File: config.mk
export PLATFORM = sky130hd
export DESIGN_NAME = isa_variant_sel
export DESIGN_NICKNAME = d
export VERILOG_FILES = /design/src/rtl/isa_sel_pkg.sv /design/src/rtl/isa_pair_lut.sv /design/src/rtl/isa_switch_ctrl.sv /design/src/rtl/trap_vec_bank.sv /design/src/rtl/isa_variant_sel.sv
export SDC_FILE = /design/constraint.sdc
export NUM_CORES = 1
export LEC_CHECK = 0
export ABC_AREA = 0
export BUFFER_PORTS_ARGS = -buffer_cell sky130_fd_sc_hd__buf_2
export CAP_MARGIN = 30
export CORE_ASPECT_RATIO = 0.75
export CORE_UTILIZATION = 61
export CTS_BUF_LIST = sky130_fd_sc_hd__clkbuf_4
export CTS_CLUSTER_DIAMETER = 40
export DETAILED_ROUTE_END_ITERATION = 7
export PLACE_DENSITY = 0.85
export REMOVE_ABC_BUFFERS = 1
export SYNTH_ARGS = -nofsm -noshare
export SYNTH_HDL_FRONTEND = slang
export SYNTH_HIERARCHICAL = 1
export SYNTH_SLANG_ARGS = --single-unit
File: constraint.sdc
create_clock -name clk_i -period 2.5 [get_ports clk_i]
set_input_delay 0.125 -clock clk_i [delete_from_list [all_inputs] [get_ports clk_i]]
set_output_delay 0.125 -clock clk_i [all_outputs]
set_load 0.01 [all_outputs]
File: src/rtl/isa_sel_pkg.sv
package isa_sel_pkg;
  localparam int CSR_AW = 12;
  localparam logic [CSR_AW-1:0] ADDR_VID  = 12'h7C0;
  localparam logic [CSR_AW-1:0] ADDR_AID  = 12'h7C1;
  localparam logic [CSR_AW-1:0] ADDR_MVEC = 12'h7C2;
  localparam logic [CSR_AW-1:0] ADDR_SVEC = 12'h7C3;

  typedef enum logic [2:0] {
    SEL_NONE, SEL_VID, SEL_AID, SEL_MVEC, SEL_SVEC
  } csr_sel_e;

  function automatic csr_sel_e csr_decode(input logic [CSR_AW-1:0] a);
    case (a)
      ADDR_VID:  return SEL_VID;
      ADDR_AID:  return SEL_AID;
      ADDR_MVEC: return SEL_MVEC;
      ADDR_SVEC: return SEL_SVEC;
      default:   return SEL_NONE;
    endcase
  endfunction
endpackage

File: src/rtl/isa_pair_lut.sv
module isa_pair_lut #(
  parameter int NP = 4,
  parameter int IW = 2,
  parameter int XLEN = 32,
  parameter logic [XLEN-1:0] VENDOR_BASE = 32'h0000_0A00,
  parameter logic [XLEN-1:0] ARCH_BASE = 32'h8000_0000,
  parameter logic [XLEN-1:0] ARCH_STEP = 32'h10
) (
  input  logic [XLEN-1:0] vendor_i,
  input  logic [XLEN-1:0] arch_i,
  input  logic [IW-1:0]   idx_i,
  output logic            hit_o,
  output logic [IW-1:0]   hit_idx_o,
  output logic [XLEN-1:0] cur_vendor_o,
  output logic [XLEN-1:0] cur_arch_o
);
  logic [XLEN-1:0] vtab [NP];
  logic [XLEN-1:0] atab [NP];

  for (genvar g = 0; g < NP; g++) begin : g_tab
    assign vtab[g] = VENDOR_BASE + XLEN'(g);
    assign atab[g] = ARCH_BASE + XLEN'(g) * ARCH_STEP;
  end

  always_comb begin
    hit_o     = 1'b0;
    hit_idx_o = '0;
    for (int k = 0; k < NP; k++) begin
      if (!hit_o && vtab[k] == vendor_i && atab[k] == arch_i) begin
        hit_o     = 1'b1;
        hit_idx_o = IW'(k);
      end
    end
  end

  assign cur_vendor_o = vtab[idx_i];
  assign cur_arch_o   = atab[idx_i];
endmodule

File: src/rtl/isa_switch_ctrl.sv
module isa_switch_ctrl #(
  parameter int NP = 4,
  parameter int IW = 2,
  parameter int XLEN = 32,
  parameter int STALL_CYC = 2,
  parameter logic [XLEN-1:0] STAGE_RST = '0
) (
  input  logic            clk_i,
  input  logic            rst_ni,
  input  logic            stage_we_i,
  input  logic [XLEN-1:0] stage_data_i,
  input  logic            commit_req_i,
  input  logic            commit_hit_i,
  input  logic [IW-1:0]   commit_idx_i,
  input  logic            trap_req_i,
  output logic [XLEN-1:0] stage_o,
  output logic [IW-1:0]   active_o,
  output logic [NP-1:0]   engine_en_o,
  output logic            stall_o,
  output logic            trap_fire_o
);
  localparam int CW = $clog2(STALL_CYC + 1);

  logic [IW-1:0]   active_q;
  logic [XLEN-1:0] stage_q;
  logic [CW-1:0]   cnt_q;
  logic            pend_q;
  logic            accept;

  assign stall_o     = (cnt_q != '0);
  assign accept      = commit_req_i && commit_hit_i && !stall_o;
  assign trap_fire_o = (trap_req_i || pend_q) && !stall_o;

  always_ff @(posedge clk_i or negedge rst_ni) begin
    if (!rst_ni) begin
      active_q <= '0;
      stage_q  <= STAGE_RST;
      cnt_q    <= '0;
      pend_q   <= 1'b0;
    end else begin
      if (stage_we_i) stage_q <= stage_data_i;
      // pair and bank index move together: one register selects both
      if (accept) begin
        active_q <= commit_idx_i;
        cnt_q    <= CW'(STALL_CYC);
      end else if (stall_o) begin
        cnt_q <= cnt_q - 1'b1;
      end
      if (trap_fire_o)     pend_q <= 1'b0;
      else if (trap_req_i) pend_q <= 1'b1;
    end
  end

  for (genvar g = 0; g < NP; g++) begin : g_en
    assign engine_en_o[g] = (active_q == IW'(g));
  end

  assign active_o = active_q;
  assign stage_o  = stage_q;
endmodule

File: src/rtl/trap_vec_bank.sv
module trap_vec_bank #(
  parameter int NP = 4,
  parameter int IW = 2,
  parameter int XLEN = 32
) (
  input  logic            clk_i,
  input  logic            rst_ni,
  input  logic [IW-1:0]   idx_i,
  input  logic            m_we_i,
  input  logic            s_we_i,
  input  logic [XLEN-1:0] wdata_i,
  output logic [XLEN-1:0] mtvec_o,
  output logic [XLEN-1:0] stvec_o
);
  logic [XLEN-1:0] m_q [NP];
  logic [XLEN-1:0] s_q [NP];
  logic [XLEN-1:0] wmask;

  assign wmask = {wdata_i[XLEN-1:2], 2'b00};

  for (genvar g = 0; g < NP; g++) begin : g_bank
    always_ff @(posedge clk_i or negedge rst_ni) begin
      if (!rst_ni) begin
        m_q[g] <= '0;
        s_q[g] <= '0;
      end else if (idx_i == IW'(g)) begin
        if (m_we_i) m_q[g] <= wmask;
        if (s_we_i) s_q[g] <= wmask;
      end
    end
  end

  assign mtvec_o = m_q[idx_i];
  assign stvec_o = s_q[idx_i];
endmodule

File: src/rtl/isa_variant_sel.sv
module isa_variant_sel
  import isa_sel_pkg::*;
#(
  parameter int NP = 4,
  parameter int XLEN = 32,
  parameter int STALL_CYC = 2,
  parameter logic [XLEN-1:0] VENDOR_BASE = 32'h0000_0A00,
  parameter logic [XLEN-1:0] ARCH_BASE = 32'h8000_0000,
  parameter logic [XLEN-1:0] ARCH_STEP = 32'h10
) (
  input  logic              clk_i,
  input  logic              rst_ni,
  input  logic [CSR_AW-1:0] csr_addr_i,
  input  logic [XLEN-1:0]   csr_wdata_i,
  input  logic              csr_we_i,
  output logic [XLEN-1:0]   csr_rdata_o,
  output logic [NP-1:0]     engine_en_o,
  output logic              stall_o,
  input  logic              trap_req_i,
  output logic              trap_fire_o,
  output logic [XLEN-1:0]   mtvec_o,
  output logic [XLEN-1:0]   stvec_o
);
  localparam int IW = (NP > 1) ? $clog2(NP) : 1;

  csr_sel_e        sel;
  logic [XLEN-1:0] stage, cur_vendor, cur_arch;
  logic [IW-1:0]   active, hit_idx;
  logic            hit;

  assign sel = csr_decode(csr_addr_i);

  isa_pair_lut #(
    .NP(NP), .IW(IW), .XLEN(XLEN), .VENDOR_BASE(VENDOR_BASE),
    .ARCH_BASE(ARCH_BASE), .ARCH_STEP(ARCH_STEP)
  ) u_lut (
    .vendor_i(stage), .arch_i(csr_wdata_i), .idx_i(active),
    .hit_o(hit), .hit_idx_o(hit_idx),
    .cur_vendor_o(cur_vendor), .cur_arch_o(cur_arch)
  );

  isa_switch_ctrl #(
    .NP(NP), .IW(IW), .XLEN(XLEN), .STALL_CYC(STALL_CYC), .STAGE_RST(VENDOR_BASE)
  ) u_ctrl (
    .clk_i(clk_i), .rst_ni(rst_ni),
    .stage_we_i(csr_we_i && sel == SEL_VID), .stage_data_i(csr_wdata_i),
    .commit_req_i(csr_we_i && sel == SEL_AID), .commit_hit_i(hit),
    .commit_idx_i(hit_idx), .trap_req_i(trap_req_i),
    .stage_o(stage), .active_o(active), .engine_en_o(engine_en_o),
    .stall_o(stall_o), .trap_fire_o(trap_fire_o)
  );

  trap_vec_bank #(.NP(NP), .IW(IW), .XLEN(XLEN)) u_bank (
    .clk_i(clk_i), .rst_ni(rst_ni), .idx_i(active),
    .m_we_i(csr_we_i && sel == SEL_MVEC), .s_we_i(csr_we_i && sel == SEL_SVEC),
    .wdata_i(csr_wdata_i), .mtvec_o(mtvec_o), .stvec_o(stvec_o)
  );

  always_comb begin
    case (sel)
      SEL_VID:  csr_rdata_o = cur_vendor;
      SEL_AID:  csr_rdata_o = cur_arch;
      SEL_MVEC: csr_rdata_o = mtvec_o;
      SEL_SVEC: csr_rdata_o = stvec_o;
      default:  csr_rdata_o = '0;
    endcase
  end
endmodule

==> summary.txt <==
Layout
  • Fraction of final layout cells with drive strength greater than 1: 0.591
  • Number of diodes: 0
  • Layout Nets: 1155
  • Area growth from synthesis to final layout: 16.6%
  • Storage cell area: 0.00694 mm²
  • Number of fillers in the final layout: 1357
  • Area of combinational cells with multiple inputs: 0.00626 mm²

Detailed routing
  • Routed wire per std cell: 23.8 µm
  • Detailed-routing iteration count for the pre-antenna-repair pass: 4
  • Routed WL: 34500 µm
  • Number of remaining DRC errors: 0
  • Starting DRC count in detailed routing: 571
  • Remaining number of nets flagged by the antenna check after routing: 0
  • Via count normalized by instance count: 6.06
  • Number of vias after detailed routing: 8781

Status
  • Result of the run: complete, but fails checks
  • Violations in the final reports: negative setup slack

Place
  • Worst setup slack before clock tree synthesis: 213 ps
  • Input/output buffers: 145
  • Routability cong.: 0.784
  • Half-perimeter wire length after placement: 20600 µm

Timing
  • Worst clock skew on the final layout: 34.4 ps
  • Max Clock Freq: 0.337 GHz
  • Final critical delay including setup and external delays: 2960 ps
  • RSZ-0062 raised after global routing: true
  • Worst slew margin relative to its limit: 0.594
  • Min setup slack post-route: -464 ps
  • Setup violators final: 31
  • Count of endpoints failing hold in the final timing report: 0
  • Share of the clock period used by the worst path: 1.19
  • Number of max-slew violations in the final report: 0
  • Min Hold Slack: 242 ps
  • Tightest Pin Transition: 609 ps

Critical path
  • Chain of cells forming the critical path: buf_12 -> clkbuf_16 -> mux4_2 -> mux4_2 -> and4_1 -> buf_2
  • Startpoint Class: flop
  • Classification of the worst setup path: reg2out
  • FF-to-FF Start: u_ctrl/active_o[0]$_DFFE_PN0P_
  • Endpoint of the most critical register-to-register path: u_bank/s_q[122]$_DFFE_PN0P_
  • Arrival time at the worst endpoint: 2840 ps
  • Crit path top cell by count: sky130_fd_sc_hd__mux4_2
  • Maximum fanout count along the critical path: 7
  • Depth of the most critical reg-to-reg path: 6
  • Setup slack, reg-to-reg: 340 ps
  • Gate family responsible for the most delay along the worst path: multiplexers
  • Crit path largest cell delay: 540 ps
  • Max stage delay cell, worst path: sky130_fd_sc_hd__mux4_2
  • Kind of end point of the critical path: primary output
  • Worst Path Buf+Inv: 3
  • Required arrival time at the worst endpoint: 2380 ps

Pwr
  • Share of total power in the clock network: 0.432
  • Proportion of power drawn by combinational gates: 0.052
  • Register share of total power: 0.515
  • Switching share of power: 0.241
  • P_int: 6.61 mW
  • IR Drop Worst-Case VDD: 0.404 mV
  • Leak Pwr: 8.24 nW
  • Switching power summed over all nets: 2.10 mW
  • Power density normalized to cell area: 539 mW/mm²

Global route
  • Number of antenna violations at the first check in global routing: 0
  • Number of global-route vias before repair: 9270
  • Maximum number of pins on one net before global-route repair: 73
  • GRT Util Overall: 0.298
  • Wire length of the first global-routing pass: 52200 µm
  • Overflow after GRT: 0

Die
  • Core Area: 0.0222 mm²
  • Horizontal die dimension: 176 µm
  • Number of top-level pins: 150
  • Initial core utilization: 0.626
  • Site Rows: 47
  • Die Y-Extent: 133 µm
  • Die outline area: 0.0233 mm²

Clock network
  • H-tree lvl count: 3
  • Clock Sinks: 277
  • Clock Path Buffers: 3
  • Clock-pin slew on the worst setup and hold paths: 70 ps
  • Clock buffer count from CTS: 70
  • Clk root buf: sky130_fd_sc_hd__clkbuf_4
  • Clock Latency Late Sink: 680 ps
  • TritonCTS clock tree: done

Yosys
  • Distinct cell type count of the synthesized netlist: 34
  • Most used flip-flop cell after synthesis: sky130_fd_sc_hd__dfrtp_1
  • Gate count after technology mapping: 869
  • Synthesized area: 0.0139 mm²
  • Sequential area share after synthesis: 0.500
  • Number of enable-type register cells in the synthesized netlist: 0
  • Mean Syn Cell Area: 16.0 µm²
  • Number of warning messages in the yosys log: 6
  • Register bit total from synthesis: 277
  • Post-synth ARST share: 1.00

Flow run
  • Max-cap violations: 0

Min path
  • Worst hold path depth: 4
  • Hold Path End: u_ctrl/pend_q$_DFFE_PN0P_
  • Beginning of the worst hold path: trap_req_i
  • Path class of the lowest-slack min-delay path: in2reg
[how the worst max path moves through the flow]
stage / from / end / depth (start not counted)
finish: u_ctrl/active_o[0]$_DFFE_PN0P_ / csr_rdata_o[9] / 6
global route: u_ctrl/active_o[0]$_DFFE_PN0P_ / csr_rdata_o[13] / 6
CTS: u_ctrl/active_o[0]$_DFFE_PN0P_ / csr_rdata_o[15] / 5
detailed placement: u_ctrl/active_o[0]$_DFFE_PN0P_ / csr_rdata_o[15] / 5
global placement: u_ctrl/active_o[0]$_DFFE_PN0P_ / csr_rdata_o[15] / 5
floorplan: u_ctrl/active_o[0]$_DFFE_PN0P_ / u_bank/m_q[10]$_DFFE_PN0P_ / 2
[Yosys cell counts, types with 4 or more instances]
master | n | share of area
sky130_fd_sc_hd__dfrtp_1 | 275 | 0.50
sky130_fd_sc_hd__buf_12 | 5 | 0.0072
sky130_fd_sc_hd__nor4_1 | 11 | 0.0050
sky130_fd_sc_hd__buf_2 | 29 | 0.010
sky130_fd_sc_hd__buf_4 | 75 | 0.041
sky130_fd_sc_hd__clkbuf_1 | 16 | 0.0043
sky130_fd_sc_hd__nor2_1 | 9 | 0.0024
sky130_fd_sc_hd__nand3_1 | 4 | 0.0014
sky130_fd_sc_hd__nand4_1 | 4 | 0.0018
sky130_fd_sc_hd__mux4_2 | 87 | 0.14
sky130_fd_sc_hd__mux4_1 | 5 | 0.0095
sky130_fd_sc_hd__mux2_2 | 245 | 0.20
sky130_fd_sc_hd__mux2_4 | 30 | 0.032
sky130_fd_sc_hd__and4_1 | 35 | 0.022
sky130_fd_sc_hd__nand3b_1 | 4 | 0.0022
[repair_timing]
item,in CTS,in global routing
buffers inserted,0,11
cloned,0,5
pin swaps,0,6
endpoints found under the setup margin,30,30
hold buffers,36,0
gates resized for setup,7,1
hold endpoints to repair,548,0
[sequential cells by signal, indices dropped and copies added, names as in the netlist]
name,cells
u_bank/m_q,120
u_bank/s_q,120
u_ctrl/stage_o,32
u_ctrl/active_o,2
u_ctrl/cnt_q,2
u_ctrl/pend_q,1
[cell usage in the layout, fill, tap and decap left out, drive strengths merged, types with 4 or more instances in the layout]
cell type / instances
dfrtp: 275
mux2: 275
buf: 192
clkbuf: 106
mux4: 92
conb: 64
dlygate4sd3: 35
and4: 35
clkinv: 16
nor4: 12
nor2: 9
inv: 5
nand3b: 4
nand4: 4
nor4b: 4
nand3: 4
[power by group through the flow]
| stage | Clock, mW | Combinational [mW] | Sequential (mW) |
|---|---|---|---|
| final | 3.77 | 0.454 | 4.49 |
| after global routing | 4.07 | 0.496 | 4.49 |
| after CTS | 3.83 | 0.452 | 4.49 |
| after detailed placement | 0 | 0.401 | 4.58 |
| after global placement | 0 | 0.391 | 4.58 |
| after floorplan | 0 | 0.110 | 4.58 |
[layer usage]
| metal | GRT usage | vias to the layer above | share of wire |
|---|---|---|---|
| met5 | 0 | - | 0 |
| met4 | 0.106 | 0 | 0.027 |
| met3 | 0.0851 | 64 | 0.074 |
| met2 | 0.462 | 393 | 0.48 |
| met1 | 0.406 | 4620 | 0.42 |
| li1 | - | 3704 | - |
[stage by stage]
| stage | total power [mW] | cell area (µm²) | util | instances | setup TNS, ps |
|---|---|---|---|---|---|
| finish | 8.71 | 16200 | 0.729 | 1448 | -11850 |
| global route | 9.05 | 16200 | 0.729 | 1448 | -15300 |
| CTS | 8.77 | 15900 | 0.719 | 1432 | -13050 |
| detailed placement | 4.98 | 14700 | 0.664 | 1276 | 0 |
| global placement | 4.97 | 14700 | 0.664 | 1276 | 0 |
| floorplan | 4.69 | 13200 | - | 802 | -621040 |
[cells by family after synthesis]
kind of cell	after synthesis	share of synthesized area
mux	368	0.383
flops	277	0.500
buf+inv	131	0.0659
simple gates	86	0.0477
other cells	3	0.000812
xor+xnor	2	0.00126
fa+ha+maj	1	0.000902
compound gates	1	0.000542
[worst register-to-register path: stages, from the launching register on]
cell and delay [ps]:
sky130_fd_sc_hd__dfrtp_4 530, sky130_fd_sc_hd__buf_12 160, sky130_fd_sc_hd__clkbuf_16 180, sky130_fd_sc_hd__buf_4 160, sky130_fd_sc_hd__nor3b_2 220, sky130_fd_sc_hd__buf_4 390
sky130_fd_sc_hd__mux2_2 400
[area by class of cell]
type                            instances  area share
Tap cell                              294      0.0227
Inverter                                3    0.000696
Clock inverter                         19     0.00611
Sequential cell                       277       0.429
Multi-Input combinational cell        522       0.387
Clock buffer                          101      0.0469
Timing Repair Buffer                  232       0.107
Power figures use the tool's default switching activity.
